[src/rtl/cmseq_pkg.sv]
package cmseq_pkg;
  typedef enum logic [1:0] {
    ST_IDLE = 2'd0,
    ST_REC  = 2'd1,
    ST_EXEC = 2'd2
  } seq_state_e;

  localparam int unsigned OP_W     = 5;
  localparam int unsigned OP_LSB   = 0;
  localparam int unsigned IMM_LSB  = 8;
  localparam int unsigned NSLOT    = 2;
  localparam int unsigned MODE_W   = 2;
  localparam int unsigned ERR_W    = 8;
  localparam int unsigned STATUS_W = 16;

  localparam logic [OP_W-1:0] OP_BEGIN0 = 5'd5;
  localparam logic [OP_W-1:0] OP_EXEC0  = 5'd6;
  localparam logic [OP_W-1:0] OP_BEGIN1 = 5'd7;
  localparam logic [OP_W-1:0] OP_EXEC1  = 5'd8;
endpackage

[src/rtl/cmseq_store.sv]
module cmseq_store #(
  parameter int unsigned INSTR_W = 32,
  parameter int unsigned DEPTH   = 16,
  localparam int unsigned IDX_W  = $clog2(DEPTH)
) (
  input  logic               clk,
  input  logic               wr_en,
  input  logic               wr_slot,
  input  logic [IDX_W-1:0]   wr_idx,
  input  logic [INSTR_W-1:0] wr_data,
  input  logic               rd_slot,
  input  logic [IDX_W-1:0]   rd_idx,
  output logic [INSTR_W-1:0] rd_data
);
  import cmseq_pkg::*;

  logic [INSTR_W-1:0] slot_rd [NSLOT];

  for (genvar s = 0; s < NSLOT; s++) begin : g_slot
    logic [INSTR_W-1:0] words [DEPTH];
    logic               wr_here;

    assign wr_here = wr_en && (wr_slot == s[0]);

    always_ff @(posedge clk) begin
      if (wr_here) begin
        words[wr_idx] <= wr_data;
      end
    end

    assign slot_rd[s] = words[rd_idx];
  end

  assign rd_data = rd_slot ? slot_rd[1] : slot_rd[0];
endmodule

[src/rtl/cmseq_ctrl.sv]
module cmseq_ctrl #(
  parameter int unsigned DEPTH  = 16,
  localparam int unsigned CNT_W = $clog2(DEPTH)
) (
  input  logic                    clk,
  input  logic                    rst_n,
  input  logic                    in_valid,
  input  logic [cmseq_pkg::OP_W-1:0] op,
  input  logic [CNT_W-1:0]        imm,
  output logic                    in_ready,
  output cmseq_pkg::seq_state_e   state,
  output logic                    cur_slot,
  output logic [CNT_W-1:0]        cyc_left,
  output logic                    wr_en,
  output logic [CNT_W-1:0]        idx,
  output logic                    fwd,
  output logic                    issue,
  output logic                    start_rec,
  output logic                    start_exec
);
  import cmseq_pkg::*;

  seq_state_e       state_q, state_d;
  logic             slot_q, slot_d;
  logic [CNT_W-1:0] cnt_q, cnt_d;
  logic [CNT_W-1:0] idx_q, idx_d;
  logic [CNT_W-1:0] reps_q, reps_d;
  logic [CNT_W-1:0] len_q [NSLOT];
  logic [CNT_W-1:0] len_d [NSLOT];

  logic accept, is_begin, is_exec, cmd_slot;

  assign in_ready = (state_q != ST_EXEC);
  assign accept   = in_valid && in_ready;
  assign is_begin = (op == OP_BEGIN0) || (op == OP_BEGIN1);
  assign is_exec  = (op == OP_EXEC0) || (op == OP_EXEC1);
  assign cmd_slot = (op == OP_BEGIN1) || (op == OP_EXEC1);

  always_comb begin
    state_d    = state_q;
    slot_d     = slot_q;
    cnt_d      = cnt_q;
    idx_d      = idx_q;
    reps_d     = reps_q;
    len_d      = len_q;
    wr_en      = 1'b0;
    fwd        = 1'b0;
    issue      = 1'b0;
    start_rec  = 1'b0;
    start_exec = 1'b0;
    case (state_q)
      ST_IDLE: begin
        if (accept) begin
          if (is_begin) begin
            if (imm != '0) begin
              state_d         = ST_REC;
              slot_d          = cmd_slot;
              cnt_d           = imm;
              idx_d           = '0;
              len_d[cmd_slot] = imm;
              start_rec       = 1'b1;
            end
          end else if (is_exec) begin
            if ((imm != '0) && (len_q[cmd_slot] != '0)) begin
              state_d    = ST_EXEC;
              slot_d     = cmd_slot;
              idx_d      = '0;
              reps_d     = imm;
              start_exec = 1'b1;
            end
          end else begin
            fwd = 1'b1;
          end
        end
      end
      ST_REC: begin
        if (accept) begin
          wr_en = 1'b1;
          fwd   = 1'b1;
          idx_d = idx_q + 1'b1;
          cnt_d = cnt_q - 1'b1;
          if (cnt_q == CNT_W'(1)) begin
            state_d = ST_IDLE;
          end
        end
      end
      ST_EXEC: begin
        issue = 1'b1;
        if (idx_q == len_q[slot_q] - 1'b1) begin
          idx_d  = '0;
          reps_d = reps_q - 1'b1;
          if (reps_q == CNT_W'(1)) begin
            state_d = ST_IDLE;
          end
        end else begin
          idx_d = idx_q + 1'b1;
        end
      end
      default: state_d = ST_IDLE;
    endcase
  end

  always_ff @(posedge clk or negedge rst_n) begin
    if (!rst_n) begin
      state_q <= ST_IDLE;
      slot_q  <= 1'b0;
      cnt_q   <= '0;
      idx_q   <= '0;
      reps_q  <= '0;
      for (int s = 0; s < NSLOT; s++) begin
        len_q[s] <= '0;
      end
    end else begin
      state_q <= state_d;
      slot_q  <= slot_d;
      cnt_q   <= cnt_d;
      idx_q   <= idx_d;
      reps_q  <= reps_d;
      len_q   <= len_d;
    end
  end

  always_comb begin
    case (state_q)
      ST_REC:  cyc_left = cnt_q;
      ST_EXEC: cyc_left = len_q[slot_q] - idx_q;
      default: cyc_left = '0;
    endcase
  end

  assign state    = state_q;
  assign cur_slot = slot_q;
  assign idx      = idx_q;

  // the last captured word returns the block to idle
  p_rec_done_r3: assert property (@(posedge clk) disable iff (!rst_n)
    (state_q == ST_REC && accept && cnt_q == CNT_W'(1)) |=> (state_q == ST_IDLE));

  // a zero-count begin never leaves idle
  p_zero_begin_r4: assert property (@(posedge clk) disable iff (!rst_n)
    (state_q == ST_IDLE && accept && is_begin && imm == '0) |=> (state_q == ST_IDLE));

  // a zero-count exec or an exec on an empty slot stays idle
  p_empty_exec_r6: assert property (@(posedge clk) disable iff (!rst_n)
    (state_q == ST_IDLE && accept && is_exec && (imm == '0 || len_q[cmd_slot] == '0))
      |=> (state_q == ST_IDLE));

  // a running replay always has words left in its pass
  p_exec_left_r8: assert property (@(posedge clk) disable iff (!rst_n)
    (state_q == ST_EXEC) |-> (cyc_left != '0));
endmodule

[src/rtl/cmseq_errcap.sv]
module cmseq_errcap (
  input  logic                              clk,
  input  logic                              rst_n,
  input  cmseq_pkg::seq_state_e             state,
  input  logic                              start_rec,
  input  logic                              start_exec,
  input  logic [cmseq_pkg::MODE_W-1:0]      sec_mode,
  input  logic [1:0]                        err_clr,
  output logic [cmseq_pkg::ERR_W-1:0]       err
);
  import cmseq_pkg::*;

  logic [ERR_W-1:0] err_q, err_d;
  logic             exec_mis, rec_mis;

  assign exec_mis = (state == ST_EXEC) && (sec_mode != err_q[2:1]);
  assign rec_mis  = (state == ST_REC) && (sec_mode != err_q[6:5]);

  always_comb begin
    err_d = err_q;
    if (err_clr[0]) err_d[0] = 1'b0;
    if (err_clr[1]) err_d[4] = 1'b0;
    if (exec_mis)   err_d[0] = 1'b1;
    if (rec_mis)    err_d[4] = 1'b1;
    if (start_exec) err_d[2:1] = sec_mode;
    if (start_rec)  err_d[6:5] = sec_mode;
    err_d[3] = 1'b0;
    err_d[7] = 1'b0;
  end

  always_ff @(posedge clk or negedge rst_n) begin
    if (!rst_n) begin
      err_q <= '0;
    end else begin
      err_q <= err_d;
    end
  end

  assign err = err_q;

  // flags hold until their clear strobe
  p_sticky_exec_r10: assert property (@(posedge clk) disable iff (!rst_n)
    (err_q[0] && !err_clr[0]) |=> err_q[0]);
  p_sticky_rec_r10: assert property (@(posedge clk) disable iff (!rst_n)
    (err_q[4] && !err_clr[1]) |=> err_q[4]);

  // a mode mismatch while recording is recorded next cycle
  p_rec_flag_r9: assert property (@(posedge clk) disable iff (!rst_n)
    (state == ST_REC && sec_mode != err_q[6:5]) |=> err_q[4]);
endmodule

[src/rtl/cmacro_seq.sv]
module cmacro_seq #(
  parameter int unsigned INSTR_W = 32,
  parameter int unsigned DEPTH   = 16,
  localparam int unsigned CNT_W  = $clog2(DEPTH)
) (
  input  logic               clk,
  input  logic               rst_n,
  input  logic               in_valid,
  input  logic [INSTR_W-1:0] in_instr,
  output logic               in_ready,
  input  logic [1:0]         sec_mode,
  input  logic [1:0]         err_clr,
  output logic               out_valid,
  output logic [INSTR_W-1:0] out_instr,
  output logic [15:0]        status,
  output logic [7:0]         err_status
);
  import cmseq_pkg::*;

  seq_state_e         state;
  logic               cur_slot, wr_en, fwd, issue, start_rec, start_exec;
  logic [CNT_W-1:0]   cyc_left, idx;
  logic [INSTR_W-1:0] rd_data;
  logic               out_valid_q;
  logic [INSTR_W-1:0] out_instr_q;

  cmseq_ctrl #(.DEPTH(DEPTH)) ctrl_i (
    .clk        (clk),
    .rst_n      (rst_n),
    .in_valid   (in_valid),
    .op         (in_instr[OP_LSB +: OP_W]),
    .imm        (in_instr[IMM_LSB +: CNT_W]),
    .in_ready   (in_ready),
    .state      (state),
    .cur_slot   (cur_slot),
    .cyc_left   (cyc_left),
    .wr_en      (wr_en),
    .idx        (idx),
    .fwd        (fwd),
    .issue      (issue),
    .start_rec  (start_rec),
    .start_exec (start_exec)
  );

  cmseq_store #(.INSTR_W(INSTR_W), .DEPTH(DEPTH)) store_i (
    .clk     (clk),
    .wr_en   (wr_en),
    .wr_slot (cur_slot),
    .wr_idx  (idx),
    .wr_data (in_instr),
    .rd_slot (cur_slot),
    .rd_idx  (idx),
    .rd_data (rd_data)
  );

  cmseq_errcap errcap_i (
    .clk        (clk),
    .rst_n      (rst_n),
    .state      (state),
    .start_rec  (start_rec),
    .start_exec (start_exec),
    .sec_mode   (sec_mode),
    .err_clr    (err_clr),
    .err        (err_status)
  );

  always_ff @(posedge clk or negedge rst_n) begin
    if (!rst_n) begin
      out_valid_q <= 1'b0;
      out_instr_q <= '0;
    end else begin
      out_valid_q <= fwd || issue;
      if (fwd || issue) begin
        out_instr_q <= issue ? rd_data : in_instr;
      end
    end
  end

  assign out_valid = out_valid_q;
  assign out_instr = out_instr_q;

  always_comb begin
    status                 = '0;
    status[1:0]            = state;
    status[4 +: CNT_W]     = cyc_left;
  end

  // every replay cycle yields an instruction at the execution port
  p_exec_emits_r7: assert property (@(posedge clk) disable iff (!rst_n)
    (state == ST_EXEC) |=> out_valid);

  // the issue port is stalled for the whole replay
  p_stall_r7: assert property (@(posedge clk) disable iff (!rst_n)
    (state == ST_EXEC) |-> !in_ready);
endmodule

[config.mk]
export PLATFORM = sky130hd
export DESIGN_NAME = cmacro_seq
export DESIGN_NICKNAME = d
export VERILOG_FILES = /design/src/rtl/cmseq_pkg.sv /design/src/rtl/cmseq_store.sv /design/src/rtl/cmseq_ctrl.sv /design/src/rtl/cmseq_errcap.sv /design/src/rtl/cmacro_seq.sv
export SDC_FILE = /design/constraint.sdc
export NUM_CORES = 1
export LEC_CHECK = 0
export BUFFER_PORTS_ARGS = -buffer_cell sky130_fd_sc_hd__buf_2
export CAP_MARGIN = 20
export CORE_MARGIN = 2
export CORE_UTILIZATION = 60
export CTS_CLUSTER_SIZE = 40
export DETAILED_ROUTE_END_ITERATION = 6
export HOLD_SLACK_MARGIN = 0.08
export PLACE_DENSITY = 0.77
export REMOVE_ABC_BUFFERS = 1
export SYNTH_ARGS = -nofsm -noshare
export SYNTH_HDL_FRONTEND = slang
export SYNTH_SLANG_ARGS = --single-unit
[constraint.sdc]
create_clock -name clk -period 4.3 [get_ports clk]
set_input_delay 1.075 -clock clk [delete_from_list [all_inputs] [get_ports clk]]
set_output_delay 1.075 -clock clk [all_outputs]
set_load 0.05 [all_outputs]
==> flow_metrics.tcl, run 1 <==
set metrics [dict create \
    yosysWarnings 0 \
    start_util_pct 60.6 \
    synth_top_area_share_pct 72.3 \
    synth-edff-count 1024 \
    power.switching_mw 7.57 \
    htreeDepth 3 \
    drive_gt1_share_pct 31.8 \
    rrSetupSlack_ns 0.80 \
    worst_pin_slew_ns 1.11 \
    num_io_pins 97 \
    grt_pass1_wl_um 148000 \
    period_share_pct 92.2 \
    rows 97 \
    rr_worst_depth 8 \
    min_to "out_instr[1]" \
    ctsResizeCount 0 \
    leakage_nw 15.1 \
    cts_buffer_depth 3 \
    period_needed_ns 3.97 \
    start_kind "flop" \
    arrival_ns 2.89 \
    hold-worst-slack_ns 0.474 \
    crit_path_end_kind "primary output" \
    place_congestion 0.826 \
    async_flop_share_pct 5.71 \
    insertion_delay_ns 0.66 \
    slew_headroom_pct 26.3 \
    fmax_mhz 252 \
    grt_usage_pct 28.0 \
    p_clk_share_pct 33.6 \
    cts_hold_buf 0 \
    p_per_area_nw_per_um2 567 \
    finalSetupViolations 0 \
    viasPerCell 6.73 \
    critical_path_class "flop to primary output" \
    finish.utilization_pct 68.5 \
    cap_violations 0 \
    min_from "out_instr[1]" \
    drt-initial-drc-count 2597 \
    layout_commonest_cell "edfxtp_1" \
    postCtsSetupBuffers 0 \
    multi_input_area_um2 9900 \
    syn_area_um2 42500 \
    grt_max_degree 168 \
    synthTopCellsByArea "edfxtp_1 (72%), mux4_2 (17%), dfrtp_1 (3.6%)" \
    p_int_mw 19.7 \
    status "completed" \
    seqPwrFrac_pct 44.2 \
    path_delay_family "flip-flops" \
    wirelength_um 100000 \
    rr_endpoint "store_i.g_slot[0].words[12][20]" \
    path_max_fanout 7 \
    dieArea_um2 73000 \
    clockRootBuffer "clkbuf_16" \
    dp.final_hpwl_um 51300 \
    numPortBuffers 84 \
    cpPeakStageDelay_ns 0.47 \
    rsz0062_at_grt "no" \
    peakVddDrop_v 0.000376 \
    min_path_type "flop to flop" \
    crit_path_cell_trace "mux2i_1 -> inv_1 -> ha_1 -> a21o_1 -> a21oi_1 -> xor2_1 -> a22oi_1 -> nor2b_1 -> buf_2" \
    fin_skew_ns 0.0234 \
    pwr-share-comb_pct 22.1 \
    reg2reg_from "ctrl_i.state[0]" \
    fillers 4131 \
    dr.pass1.iters 5 \
    antenna_cells 0 \
    swShare_pct 27.8 \
    core-area_um2 70100 \
    area_delta_synth_final_pct 13.1 \
    die_x_um 270 \
    synth_flop_cell "edfxtp_1" \
    path_clk_slew_ns 0.07 \
    hold_depth 2 \
    antenna_found_initial 0 \
    slew_viol_final 0 \
    first_global_vias 21900 \
    slowest_stage "dfrtp_2" \
    crit_buf_inv 2 \
    drcViolationCount 0 \
    grt_overflow 0 \
    drtAntennaViolNets 0 \
    yosysTopAreaCell "edfxtp_1" \
    postSynthCellCount 1913 \
    hold_viol 0 \
    synth_seq_area_share_pct 76.0 \
    seq_area_um2 32300 \
    cp_data_required_time_ns 3.22 \
    nets 2133 \
    clock_sinks 1086 \
    synth.distinct_cells 64 \
    cts_tree "built" \
    synth-seq-cells 1086 \
    via_count 20900 \
    syn_area_per_cell_um2 22.2 \
    die_h_um 270 \
    final_cell_mix "edfxtp_1 (1024), mux4_2 (320), clkbuf_16 (104), nand2_1 (94), buf_2 (83)" \
    wl_per_cell_um 32.2 \
    cts_buffers 102 \
]
## worst min-delay path, stage by stage, from the launching register on
cell and delay (ns):
dfrtp_1 0.34, nand2_1 0.05, o21ai_0 0.06
## how the worst max path moves through the flow
stage / startpoint / cells after the start / slack [ns] / end
2_1_floorplan: ctrl_i.idx[0] / 6 / -8.48 / status[6]
3_3_place_gp: in_valid / 7 / 0.81 / store_i.g_slot[0].words[12][29]
3_5_place_dp: in_instr[3] / 8 / 0.70 / out_instr[5]
4_1_cts: ctrl_i.cur_slot / 9 / 0.33 / status[7]
5_1_grt: ctrl_i.cur_slot / 9 / 0.16 / status[7]
6_report: ctrl_i.cur_slot / 9 / 0.33 / status[7]
## power by group through the flow
stage,Sequential (mW),Clock (mW),Combinational [mW]
global placement,12.3,0,5.82
detailed placement,12.3,0,5.95
global route,12.1,9.64,6.42
finish,12.1,9.17,6.03
CTS,12.1,9.27,6.08
floorplan,13.4,0,4.11
## cell type report
cell class | count | area share (%)
clock inverter | 58 | 1.29
sequential | 1086 | 67.2
tap | 940 | 2.45
clock buffer | 135 | 5.82
multi-input combinational | 707 | 20.6
inverter | 23 | 0.185
timing repair buffer | 157 | 2.46
## through the flow
step | TNS [ns] | instance area [um^2] | worst slack, ns | power, mW | instances
final | 0 | 48100 | 0.334 | 27.3 | 3106
after global routing | 0 | 48100 | 0.164 | 28.1 | 3106
after CTS | 0 | 48100 | 0.331 | 27.4 | 3106
after detailed placement | 0 | 44700 | 0.703 | 18.2 | 2913
after global placement | 0 | 44700 | 0.810 | 18.1 | 2913
after floorplan | -8279.26 | 42000 | -8.48 | 17.5 | 1816
## cell families (layout without fill, tap and decap cells)
logic type	Yosys count	count (layout)	share of synthesized area, %
adders and majority gates	17	17	0.518
buffers and inverters	131	373	1.48
xor gates and xnor gates	11	11	0.227
DFF	1086	1086	76.0
and+or+nand+nor	176	176	1.84
other	1	12	0.00882
AOI/OAI and AO/OA	116	116	1.66
muxes	375	375	18.3
## metal layers
| metal | up-vias | GRT usage (%) | share of wire (%) |
|---|---|---|---|
| met5 | - | 0 | 0 |
| met4 | 0 | 9.46 | 2.9 |
| li1 | 8328 | - | - |
| met2 | 1366 | 46.4 | 51 |
| met1 | 11000 | 38.6 | 37 |
| met3 | 190 | 4.71 | 9.5 |
## flip-flops by register name, indices dropped and copies added (netlist names)
signal / count
ctrl_i.cur_slot: 1
out_instr: 32
ctrl_i.state: 2
ctrl_i.reps_q: 4
store_i.g_slot.words: 1024
ctrl_i.idx: 4
ctrl_i.len_q: 8
ctrl_i.cnt_q: 4
errcap_i.err: 6
out_valid: 1
## synth_stat cells (all sizes together), types with 2 or more instances
cell type and n:
a21oi 9, o21ai 82, inv 22, mux2 12, and3 2, ha 16, buf 60, o211ai 2
or4 2, nor2b 4, nor3 5, nand3b 6, clkbuf 48, or3 2, a22oi 3, o22ai 2
xor2 8, mux4 320, o2111ai 3, nand2 94, nand3 6, dfrtp 62, mux2i 43, nor2 42
o2111a 2, nand2b 2, xnor2 3, edfxtp 1024, nor4 4
No activity file was read; power rests on OpenSTA's default activity.
==> inputs of run 2 (changes only) <==
--- a/config.mk
+++ b/config.mk
@@ -7,10 +7,10 @@
 export LEC_CHECK = 0
 export BUFFER_PORTS_ARGS = -buffer_cell sky130_fd_sc_hd__buf_2
 export CAP_MARGIN = 20
-export CORE_MARGIN = 2
 export CORE_UTILIZATION = 60
 export CTS_CLUSTER_SIZE = 40
 export DETAILED_ROUTE_END_ITERATION = 6
+export GPL_TIMING_DRIVEN = 0
 export HOLD_SLACK_MARGIN = 0.08
 export PLACE_DENSITY = 0.77
 export REMOVE_ABC_BUFFERS = 1
==> run 2 against run 1 <==
Net effect:
- largest cell class unchanged
- final area rose by 2.0%
- routed wire length rose by 13%
- largest power group unchanged
- combinational power rose by 3%
- sequential share of layout area fell by 1.3 points
- critical path depth fell by 1
- worst setup slack got worse by 0.24 ns
- clock-buffer cell count fell by 13
- flip-flop and latch count did not move
- final cell count barely moved
- critical path type unchanged
- critical endpoint unchanged
==> flow_metrics.tcl, run 2 (synthesis results as in run 1) <==
set metrics [dict create \
    status "completed" \
    clockRootBuffer "clkbuf_16" \
    path_max_fanout 23 \
    path_delay_family "flip-flops" \
    drcViolationCount 0 \
    total_power_mw 27.6 \
    dr.pass1.iters 6 \
    cpPeakStageDelay_ns 0.75 \
    final_cell_mix "edfxtp_1 (1024), mux4_2 (320), clkbuf_16 (107), nand2_1 (94), buf_2 (82)" \
    start_kind "flop" \
    nets 2133 \
    period_needed_ns 4.21 \
    grt_overflow 0 \
    slew_viol_final 0 \
    antenna_found_initial 3 \
    slew_headroom_pct 26.5 \
    grt_usage_pct 31.9 \
    rows 97 \
    min_path_type "input port to asynchronous set/reset pin" \
    dieArea_um2 71900 \
    fmax_mhz 238 \
    cts_buffer_depth 3 \
    path_clk_slew_ns 0.07 \
    numPortBuffers 84 \
    arrival_ns 3.14 \
    final_cells 3108 \
    cts_tree "built" \
    slowest_stage "dfrtp_4" \
    crit_path_end_kind "primary output" \
    p_per_area_nw_per_um2 564 \
    critical_path_class "flop to primary output" \
    dp_cells 2904 \
    grt_pass1_wl_um 156000 \
    drt-initial-drc-count 3290 \
    insertion_delay_ns 0.68 \
    finalSetupViolations 0 \
    wl_per_cell_um 36.3 \
    cts_buffers 104 \
    fin_skew_ns 0.0216 \
    cp_data_required_time_ns 3.22 \
    layout_commonest_cell "edfxtp_1" \
    top_register "store_i.g_slot.words" \
    htreeDepth 3 \
    period_share_pct 97.9 \
    cap_violations 0 \
    grt_max_degree 59 \
    core-area_um2 70000 \
    wirelength_um 113000 \
    area_delta_synth_final_pct 15.3 \
    largest_register_ffs 1024 \
    start_util_pct 60.7 \
    cts_hold_buf 0 \
    first_global_vias 21700 \
    die_x_um 268 \
    place_congestion 0.801 \
    dp.final_hpwl_um 58300 \
    crit_buf_inv 2 \
    drive_gt1_share_pct 31.6 \
    worst_pin_slew_ns 1.10 \
    num_io_pins 97 \
    drtAntennaViolNets 0 \
    crit_path_cell_trace "inv_1 -> ha_1 -> a21o_1 -> a21oi_1 -> xor2_1 -> a22oi_1 -> nor2b_1 -> buf_4" \
    via_count 21900 \
    rsz0062_at_grt "no" \
    leakage_nw 15.4 \
    hold-worst-slack_ns 0.321 \
    viasPerCell 7.06 \
    clock_sinks 1086 \
    peakVddDrop_v 0.000490 \
    hold_viol 0 \
    die_h_um 268 \
]
## run 2: through the flow
stage	TNS (ns)	utilization, %	cell area, um^2	worst slack, ns
2_1_floorplan	-8279.26	-	42000	-8.48
3_3_place_gp	-	62.3	43600	-14.68
3_5_place_dp	0	64.9	45500	0.326
4_1_cts	0	69.8	48900	0.0260
5_1_grt	0	70.0	49000	0.00938
6_report	0	70.0	49000	0.0898
## run 2: metal layers
| metal | part of all wire, % | vias to the layer above | wire, um | global-route usage (%) |
|---|---|---|---|---|
| met4 | 4.4 | 2 | 4950 | 12.3 |
| met5 | 0.013 | - | 15 | 0 |
| met2 | 48 | 1832 | 54300 | 50.7 |
| met3 | 12 | 359 | 13500 | 6.84 |
| li1 | - | 8343 | - | - |
| met1 | 36 | 11400 | 40100 | 43.9 |
## run 2: final timing paths
path                                 startpoint                        endpoint  slack, ns  cells after the start
worst max register to register  ctrl_i.state[0]  store_i.g_slot[0].words[9][24]       0.28                      9
worst min register to register     out_instr[0]                    out_instr[0]       0.48                      2
max in group asynchronous                 rst_n                   out_instr[24]       3.36                      2
worst min-delay path                      rst_n                   out_instr[23]       0.32                      1
worst max-delay path              ctrl_i.idx[1]                       status[7]       0.09                      8
min in group clk                   out_instr[0]                    out_instr[0]       0.48                      2
## run 2: timing repair
| item | CTS | global route |
|---|---|---|
| setup endpoints to repair | 3 | 2 |
| buffers inserted | 1 | 5 |
| pin swaps | 0 | 0 |
| resized for setup | 0 | 4 |
| cloned | 0 | 1 |
## run 2: power by group
part	switching [mW]	internal [mW]
clock network	4.01	5.31
logic	3.50	2.70
registers	0.295	11.8
total	7.80	19.8
## run 2: layout make-up
class | instances | area, um^2
diodes | 3 | 7.51
clock buffers | 122 | 2710
clock inverters | 72 | 732
fillers | 3968 | 21000
inverters | 23 | 100
multi-input cells | 707 | 9900
flip-flops and latches | 1086 | 32300
well taps | 940 | 1180
repair buffers | 155 | 2070
## run 2: worst reg2reg max path, stage by stage (launching register included)
cell,delay [ns]
dfrtp_1,0.43
inv_1,0.13
ha_4,0.29
buf_16,0.27
nor2b_1,0.50
nand2_1,0.21
nor2_1,0.29
nand2_1,0.33
nor2_4,0.94
buf_12,0.30
